===== src/rtl/strobe_pkg.sv =====
// Package strobe_pkg
// Shared widths, the output-mode type and small helper functions for the
// panel strobe generator. Assumes nothing beyond IEEE 1800-2017.
package strobe_pkg;

    // Default counter and field widths used by the top level.
    localparam int LINE_W_DEF   = 11;
    localparam int PIX_W_DEF    = 12;
    localparam int HFIRST_W_DEF = 10;
    localparam int LEN_W_DEF    = 11;

    // How the window result is turned into an active level.
    typedef enum logic {
        MODE_PLAIN = 1'b0,
        MODE_ALT   = 1'b1
    } strobe_mode_t;

    // Larger of two widths, used to size comparison arithmetic.
    function automatic int wmax(input int a, input int b);
        return (a > b) ? a : b;
    endfunction

endpackage


===== src/rtl/span_window.sv =====
// Module span_window
// Combinational window test: active when position lies in
// [first, first + len*2^LEN_SHIFT), or always when len is zero.
// Optional one-step delay of the first position (HAS_DELAY).
// Assumes that first, len and pos are unsigned. All arithmetic is widened
// so that no sum can wrap.
module span_window
    import strobe_pkg::*;
#(
    parameter int POS_W     = 11,
    parameter int FIRST_W   = 11,
    parameter int LEN_W     = 11,
    parameter int LEN_SHIFT = 0,
    parameter bit HAS_DELAY = 1'b0
) (
    input  logic               clk,
    input  logic               rst_n,
    input  logic [POS_W-1:0]   pos,
    input  logic [FIRST_W-1:0] first,
    input  logic [LEN_W-1:0]   len,
    input  logic               delay_en,
    output logic               active
);

    // One extra bit for the delay, one for the sum of first and span.
    localparam int SPAN_W = LEN_W + LEN_SHIFT;
    localparam int SUM_W  = wmax(wmax(POS_W, FIRST_W), SPAN_W) + 2;

    logic [SUM_W-1:0] pos_x;
    logic [SUM_W-1:0] first_x;
    logic [SUM_W-1:0] span_x;
    logic [SUM_W-1:0] end_x;
    logic             len_zero;
    logic             at_or_after;
    logic             before_end;

    // Pick the starting position variant chosen by the parameter.
    generate
        if (HAS_DELAY) begin : g_delay
            always_comb first_x = SUM_W'(first) + SUM_W'(delay_en);
        end else begin : g_plain
            always_comb first_x = SUM_W'(first);
        end
    endgenerate

    // Widen the position and scale the length into position units.
    always_comb begin
        pos_x  = SUM_W'(pos);
        span_x = SUM_W'(len) << LEN_SHIFT;
        end_x  = first_x + span_x;
    end

    // Bound comparisons and the zero-length bypass.
    always_comb begin
        len_zero    = (len == '0);
        at_or_after = (pos_x >= first_x);
        before_end  = (pos_x < end_x);
        active      = len_zero | (at_or_after & before_end);
    end

    // Window checks against inputs (R1/R3 lower bound, R2/R4 bypass).
    assert_lower_bound_R3: assert property (@(posedge clk) disable iff (!rst_n)
        ((len != '0) && (SUM_W'(pos) < SUM_W'(first))) |-> !active)
        else $error("window active before its first position");

    assert_zero_len_R4: assert property (@(posedge clk) disable iff (!rst_n)
        (len == '0) |-> active)
        else $error("zero-length window not always on");

endmodule


===== src/rtl/alt_phase.sv =====
// Module alt_phase
// Tracks the line phase and the frame phase for the alternating mode.
// The line phase inverts when a new line begins. A frame start inverts the
// frame phase and loads it into the line phase. phase_o is the phase that
// applies to the current clock's pixel.
// Assumes frame_start is a single-clock pulse. When both events coincide,
// frame_start takes priority.
module alt_phase (
    input  logic clk,
    input  logic rst_n,
    input  logic frame_start,
    input  logic line_begin,
    output logic phase_o
);

    logic line_ph_q;
    logic frame_ph_q;
    logic frame_ph_nxt;

    // Next frame phase: invert on frame start, otherwise hold.
    always_comb frame_ph_nxt = frame_start ? ~frame_ph_q : frame_ph_q;

    // Phase for the current pixel, with frame start taking priority.
    always_comb begin
        if (frame_start)
            phase_o = frame_ph_nxt;
        else if (line_begin)
            phase_o = ~line_ph_q;
        else
            phase_o = line_ph_q;
    end

    // Store both phases; synchronous active-low reset clears them.
    always_ff @(posedge clk) begin
        if (!rst_n) begin
            line_ph_q  <= 1'b0;
            frame_ph_q <= 1'b0;
        end else begin
            line_ph_q  <= phase_o;
            frame_ph_q <= frame_ph_nxt;
        end
    end

    // Frame start flips the frame phase.
    assert_frame_flip_R9: assert property (@(posedge clk) disable iff (!rst_n)
        frame_start |=> (frame_ph_q != $past(frame_ph_q)))
        else $error("frame phase did not invert");

    // A new line flips the line phase.
    assert_line_flip_R8: assert property (@(posedge clk) disable iff (!rst_n)
        (line_begin && !frame_start) |=> (line_ph_q != $past(line_ph_q)))
        else $error("line phase did not invert at line start");

    // With no event the line phase holds.
    assert_line_hold_R8: assert property (@(posedge clk) disable iff (!rst_n)
        (!line_begin && !frame_start) |=> $stable(line_ph_q))
        else $error("line phase moved without an event");

endmodule


===== src/rtl/panel_strobe_gen.sv =====
// Module panel_strobe_gen
// One programmable panel strobe. The vertical and horizontal span windows
// are ANDed, optionally gated by the alternating phase, and polarity is
// applied. The result is registered.
// Assumes that the counters come from the shared timing counters, that a
// line begins when pix_cnt is 0, and that configuration is quasi-static.
module panel_strobe_gen
    import strobe_pkg::*;
#(
    parameter int LINE_W   = LINE_W_DEF,
    parameter int PIX_W    = PIX_W_DEF,
    parameter int HFIRST_W = HFIRST_W_DEF,
    parameter int LEN_W    = LEN_W_DEF
) (
    input  logic                clk,
    input  logic                rst_n,
    input  logic                frame_start,
    input  logic [LINE_W-1:0]   line_cnt,
    input  logic [PIX_W-1:0]    pix_cnt,
    input  logic [LINE_W-1:0]   cfg_vfirst,
    input  logic [LEN_W-1:0]    cfg_vlen,
    input  logic [HFIRST_W-1:0] cfg_hfirst,
    input  logic [LEN_W-1:0]    cfg_hlen,
    input  logic                cfg_hshift,
    input  logic                cfg_invert,
    input  logic                cfg_alt_en,
    output logic                strobe_o
);

    logic         v_active;
    logic         h_active;
    logic         line_begin;
    logic         phase;
    logic         both;
    logic         level;
    strobe_mode_t mode;
    logic         strobe_q;

    // Vertical band: lines, length in lines, no delay option.
    span_window #(
        .POS_W     (LINE_W),
        .FIRST_W   (LINE_W),
        .LEN_W     (LEN_W),
        .LEN_SHIFT (0),
        .HAS_DELAY (1'b0)
    ) u_vwin (
        .clk      (clk),
        .rst_n    (rst_n),
        .pos      (line_cnt),
        .first    (cfg_vfirst),
        .len      (cfg_vlen),
        .delay_en (1'b0),
        .active   (v_active)
    );

    // Horizontal span: pixel counts, length in pixel pairs, delayable.
    span_window #(
        .POS_W     (PIX_W),
        .FIRST_W   (HFIRST_W),
        .LEN_W     (LEN_W),
        .LEN_SHIFT (1),
        .HAS_DELAY (1'b1)
    ) u_hwin (
        .clk      (clk),
        .rst_n    (rst_n),
        .pos      (pix_cnt),
        .first    (cfg_hfirst),
        .len      (cfg_hlen),
        .delay_en (cfg_hshift),
        .active   (h_active)
    );

    // Line start marker for the phase tracker.
    always_comb line_begin = (pix_cnt == '0);

    // Alternating phase tracker.
    alt_phase u_phase (
        .clk         (clk),
        .rst_n       (rst_n),
        .frame_start (frame_start),
        .line_begin  (line_begin),
        .phase_o     (phase)
    );

    // Combine the windows, apply the mode gating, then the polarity.
    always_comb begin
        mode = cfg_alt_en ? MODE_ALT : MODE_PLAIN;
        both = v_active & h_active;
        case (mode)
            MODE_ALT: level = both & phase;
            default:  level = both;
        endcase
    end

    // Output register; reset drives the inactive level.
    always_ff @(posedge clk) begin
        if (!rst_n)
            strobe_q <= cfg_invert;
        else
            strobe_q <= level ^ cfg_invert;
    end

    always_comb strobe_o = strobe_q;

    // Both windows open in plain mode give the active level one clock later.
    assert_and_active_R6: assert property (@(posedge clk) disable iff (!rst_n)
        (!cfg_alt_en && v_active && h_active) |=> (strobe_o == ~$past(cfg_invert)))
        else $error("strobe not active with both windows open");

    // A closed vertical window gives the inactive level.
    assert_v_closed_R1: assert property (@(posedge clk) disable iff (!rst_n)
        (!v_active) |=> (strobe_o == $past(cfg_invert)))
        else $error("strobe active outside vertical window");

    // A closed horizontal window gives the inactive level.
    assert_h_closed_R3: assert property (@(posedge clk) disable iff (!rst_n)
        (!h_active) |=> (strobe_o == $past(cfg_invert)))
        else $error("strobe active outside horizontal window");

    // In the alternating mode a zero phase keeps the output inactive.
    assert_alt_gate_R8: assert property (@(posedge clk) disable iff (!rst_n)
        (cfg_alt_en && !phase) |=> (strobe_o == $past(cfg_invert)))
        else $error("alternating strobe active on zero phase");

endmodule


===== config.mk =====
export PLATFORM = sky130hd
export DESIGN_NAME = panel_strobe_gen
export DESIGN_NICKNAME = d
export VERILOG_FILES = /design/src/rtl/strobe_pkg.sv /design/src/rtl/span_window.sv /design/src/rtl/alt_phase.sv /design/src/rtl/panel_strobe_gen.sv
export SDC_FILE = /design/constraint.sdc
export NUM_CORES = 1
export LEC_CHECK = 0
export BUFFER_PORTS_ARGS = -buffer_cell sky130_fd_sc_hd__buf_2
export CORE_MARGIN = 5
export CORE_UTILIZATION = 48
export DETAILED_ROUTE_END_ITERATION = 8
export GPL_TIMING_DRIVEN = 0
export PLACE_DENSITY = 0.81
export SLEW_MARGIN = 20
export SYNTH_ARGS = -nofsm -noshare
export SYNTH_HDL_FRONTEND = slang
export SYNTH_SLANG_ARGS = --single-unit

===== constraint.sdc =====
create_clock -name clk -period 3.6 [get_ports clk]
set_input_delay 0.36 -clock clk [delete_from_list [all_inputs] [get_ports clk]]
set_output_delay 0.36 -clock clk [all_outputs]
set_load 0.005 [all_outputs]

==> Yosys cells after proc, flatten, opt, wreduce, memory -nomap -nowiden <==
Cells that the tools add are included.
{ "totals": {"regBits": 3, "input_bits": 72, "output_inout_bits": 1, "word_cells": 28} }
{ "op_classes": {"n_addsub": 3, "order_cmp": 4, "n_mux": 6, "bitwise": 9, "reduce_logical": 3} }
{ "ops": {"columns": ["op", "count"], "rows": [
  ["$logic_not 11->1", 2],
  ["$add 14x12->14", 1],
  ["$ge 12x14->1", 1],
  ["$lt 12x14->1", 1],
  ["$lt 11x13->1", 1],
  ["$add 11x11->12", 1],
  ["$logic_not 12->1", 1],
  ["$add 10x1->11", 1],
  ["$ge 11x11->1", 1],
  ["$mux 1", 6],
  ["$and 1x1->1", 4],
  ["$not 1->1", 2],
  ["$or 1x1->1", 2],
  ["$xor 1x1->1", 1]
]} }

==> Depth between registers and ports, before layout <==
{ "depth": {"ltp_word": 10, "mapped_depth": 18, "mapped_depth_nobuf": 18} }

==> Cells and area by module <==
From an unflattened synthesis, not the netlist that was laid out.
{ "unflattened": {"cells_unflattened": 302, "hier_area_um2": 2327.2} }
{ "modules_own_cells": {"columns": ["mod", "n_inst", "cells_per_inst", "area_per_inst_um2", "seq_area_each_um2"], "rows": [
  ["span_window (u_hwin)", 1, 159, 1203.7, 0.0],
  ["span_window (u_vwin)", 1, 125, 960.9, 0.0],
  ["alt_phase", 1, 9, 92.6, 40.0],
  ["panel_strobe_gen", 1, 9, 70.1, 20.0]
]} }

==> Worst setup path before layout <==
OpenSTA, ideal clock, no wires.
{ "synth_path": {"path_kind": "input port to flip-flop", "from": "in cfg_hfirst[0]", "to": "reg strobe_q, in the netlist strobe_o", "setup_ns": 0.072, "t_arrival_ns": 3.623, "t_required_ns": 3.528, "slack_ns": -0.095, "stages": 17, "path_buffers": 0, "cell_sequence": "ha_1 -> ha_1 -> ha_1 -> fa_1 -> a21o_1 -> a21o_1 -> a21oi_1 -> o21ai_1 -> a31o_1 -> a21oi_1 -> xor2_1 -> ha_1 -> nand2_1 -> a2111oi_0 -> o21ai_0 -> o311ai_1 -> xnor2_1"} }
{ "synth_between": {"elab_chain_len": 10, "word_cells_on_any_way": 11, "classes_between": "add/sub: 2; order compare: 2; mux: 2; bitwise: 5"} }
{ "synth_lines": {"columns": ["item", "line", "source"], "rows": [
  ["from (decl)", "panel_strobe_gen.sv:22", "input logic [HFIRST_W-1:0] cfg_hfirst,"],
  ["$add 10x1->11 *", "span_window.sv:40", "always_comb first_x = SUM_W'(first) + SUM_W'(delay_en);"],
  ["$add 14x12->14", "span_window.sv:50", "end_x = first_x + span_x;"],
  ["$lt 12x14->1", "span_window.sv:57", "before_end = (pos_x < end_x);"],
  ["$and 1x1->1 *", "span_window.sv:58", "active = len_zero | (at_or_after & before_end);"],
  ["$or 1x1->1 *", "span_window.sv:58", null],
  ["$and 1x1->1 *", "panel_strobe_gen.sv:88", "both = v_active & h_active;"],
  ["$and 1x1->1", "panel_strobe_gen.sv:90", "MODE_ALT: level = both & phase;"],
  ["$mux 1 *", "panel_strobe_gen.sv:89", "case (mode)"],
  ["$xor 1x1->1 *", "panel_strobe_gen.sv:100", "strobe_q <= level ^ cfg_invert;"],
  ["$mux 1 *", "panel_strobe_gen.sv:97", "if (!rst_n)"],
  ["to (signal assigned)", "panel_strobe_gen.sv:98", "strobe_q <= cfg_invert;"],
  ["to (signal assigned)", "panel_strobe_gen.sv:100", null],
  ["to (decl)", "panel_strobe_gen.sv:37", "logic strobe_q;"]
]} }
Mark *: on every way between the ends. The rest lies on a longest branch, timed or not.
A chain may end at the register's enable or synchronous reset.

==> Worst setup path in the final report <==
Same ends and word-level chain as after synthesis.

==> impl_metrics.yaml <==
status:
  outcome: "finished clean"
clock_network:
  clockBufferDepth: 2
  htree_levels: 1
  cts_root_buffer: "clkbuf_8"
  clock_sink_count: 3
  cts_hold_buffers: 0
  clkSlewWorstSetupHoldPaths_ns: 0.03
  cts_tree: "done"
  cts-buffers-inserted: 3
  clkLatencyLatePin_ns: 0.21
yosys:
  synth.distinct_cells: 46
  synth_top_area_cell: "ha_1"
  synthTopCellsByArea: "ha_1 (38%), a21oi_1 (5.4%), inv_1 (5.4%)"
  yosys.area_share.simple_pct: 18.7
  avgSynthCellArea_um2: 7.89
  ys.flop_type: "dfxtp_1"
  yosysWarnings: 0
  synth_top_area_share_pct: 38.1
  ys_ff_latch: 3
  muxShareOfSynthArea_pct: 0
  synth-edff-count: 0
  synth_top_family_by_area: "adder cells"
  synthXorXnorAreaFrac_pct: 10.9
  synth_compound_area_share_pct: 22.4
  synth_fa_ha_area_share_pct: 39.9
  postSynth.asyncResetShare_pct: 0
  synthCells: 283
  synthesis.area_mm2: 0.00223
  ys_seq_area_share_pct: 2.69
  syn_nets: 425
final_layout:
  final_common_cell: "buf_2"
  drive_above_1_share_pct: 27.7
  nNetsFinal: 507
  area_delta_synth_final_pct: 27.1
  n_antenna_cell: 0
  final_cell_mix: "buf_2 (70), ha_1 (65), inv_1 (32), a21oi_1 (22), nand2_1 (14)"
worst_hold_path:
  whs_endpoint: "strobe_o"
  hold_class: "input pin to flip-flop"
  hold_start: "cfg_invert"
  hold_path_depth: 2
worst_setup_path:
  cp-end-kind: "flip-flop"
  r2r_start: "u_phase.line_ph_q"
  critPathLaunchType: "input pin"
  worstSetupPathType: "input pin to flip-flop"
  worst-path-max-fanout: 3
  ff2ff_path_depth: 5
  r2r_slack_ns: 2.18
  cp_data_arrival_time_ns: 3.55
  r2r_end: "strobe_o"
  cp.required_ns: 3.69
floorplanning:
  core_mm2: 0.00444
  fp-row-count: 24
  ios: 73
  die_h_um: 78.2
  die_w_um: 78.2
  dieArea_mm2: 0.00612
  start_util_pct: 50.3
global_route:
  grt_pass1_vias: 2371
  grt.total_usage_pct: 18.7
  grt_pass1_wl_um: 9650
  grt_max_degree: 7
  antenna_found_initial: 0
  grt_overflow: 0
placed_design:
  gp_congestion: 0.864
  post-place-ws_ns: -0.630
  io_buffers: 72
  hpwl_um: 5140
drt:
  drt_pre_antenna_iters: 4
  wire_per_inst_um: 13.5
  vias: 2288
  totalWireLength_um: 5630
  route.detailed.drc: 0
  drt_iter0_drc: 74
  viasPerCell: 5.50
  ant_nets: 0
sta:
  relSlewSlack_pct: 71.5
  hold_violations: 0
  rsz0062_at_grt: "no"
  max_slew.worst_pin.slew_ns: 0.425
  fmax_mhz: 289
  period_share_pct: 96.0
  hold_ws_ns: 0.353
  setup_ws_ns: 0.143
  clock_skew_ns: 0.000504
  timing.final.crit_period_ns: 3.46
  fin_tns_setup_ns: 0
  setup_violations: 0
  finalMaxSlewViolations: 0
power:
  power.leakage_nw: 1.46
  total_power_uw: 581
  vdd_drop_max_mv: 0.111
  power_density_mw_per_mm2: 205
run:
  maxCapViolations: 0
## critical path, stage by stage
cell      delay (ns)
buf_6           0.10
ha_4            0.16
ha_4            0.22
ha_4            0.17
fa_2            0.38
a21o_1          0.16
a21o_1          0.17
a21oi_2         0.18
o21ai_2         0.08
a31o_1          0.19
a21oi_2         0.12
xor2_1          0.18
ha_1            0.28
buf_4           0.14
a21oi_1         0.12
o21ai_0         0.09
o21ai_1         0.16
o311ai_2        0.12
xnor2_1         0.16
## area by class of cell
cell class | count | area, µm²
fill | 387 | 1610
inverter | 32 | 120
multi-input combinational | 248 | 2140
sequential | 3 | 60.1
tap | 52 | 65.1
clock buffer | 4 | 45.0
timing repair buffer | 77 | 410
## kinds of logic after synthesis
| logic type | after synthesis |
|---|---|
| AO/OA/AOI/OAI | 75 |
| XOR/XNOR | 27 |
| adder cells (fa/ha/maj) | 70 |
| buffers and inverters | 32 |
| flip-flops | 3 |
| AND/OR/NAND/NOR | 76 |
## registers in the layout, summed over array words and instances (netlist names)
name and flops:
strobe_o 1, u_phase.line_ph_q 1, u_phase.frame_ph_q 1
## metrics by stage
stage	std cells	utilization [%]	area, µm²
after detailed placement	407	60.0	2670
after global placement	407	60.0	2670
final	416	63.9	2840
after floorplan	283	-	2240
after global routing	416	63.9	2840
after CTS	415	63.6	2830
## report_power, final
group,switching [mW],leakage (nW),internal [mW]
Combinational,0.233,1.41,0.213
Clock,0.0212,0.0228,0.0754
Sequential,0.00194,0.0251,0.0372
## what timing repair did
| action | CTS | global route |
|---|---|---|
| pin swaps | 12 | 6 |
| setup buffers | 4 | 1 |
| setup endpoints to repair | 1 | 1 |
| resized for setup | 15 | 1 |
## layer usage
metal  wire length (µm)  share of wire [%]  GRT usage, %  vias up
li1                   -                  -             -     1218
met1               2620                 46          23.1     1005
met4                 73                1.3          4.37        0
met2               2710                 48          35.0       57
met5                  0                  0             0        -
met3                234                4.2          1.60        8
## synthesized netlist by cell type (4+ instances only)
library cell  number
ha_1              68
inv_1             32
a21oi_1           24
nand2_1           15
nand3_1           14
xnor2_1           13
xor2_1            13
nor2_1            12
o21ai_0           11
a21o_1             7
nor3_1             7
nor4_1             6
nand2b_1           5
o21ai_1            5
a211oi_1           4
## worst max-delay path by stage
| stage | from | to | slack [ns] | depth (start not counted) |
|---|---|---|---|---|
| after floorplan | cfg_hfirst[0] | strobe_o | 0.03 | 17 |
| after global placement | cfg_hfirst[0] | strobe_o | -0.53 | 18 |
| after detailed placement | cfg_hfirst[0] | strobe_o | -0.63 | 18 |
| after CTS | cfg_hfirst[0] | strobe_o | -0.02 | 18 |
| after global routing | cfg_hfirst[0] | strobe_o | 0.009 | 19 |
| final | cfg_hfirst[0] | strobe_o | 0.14 | 19 |
No activity file was read; power rests on OpenSTA's default activity.
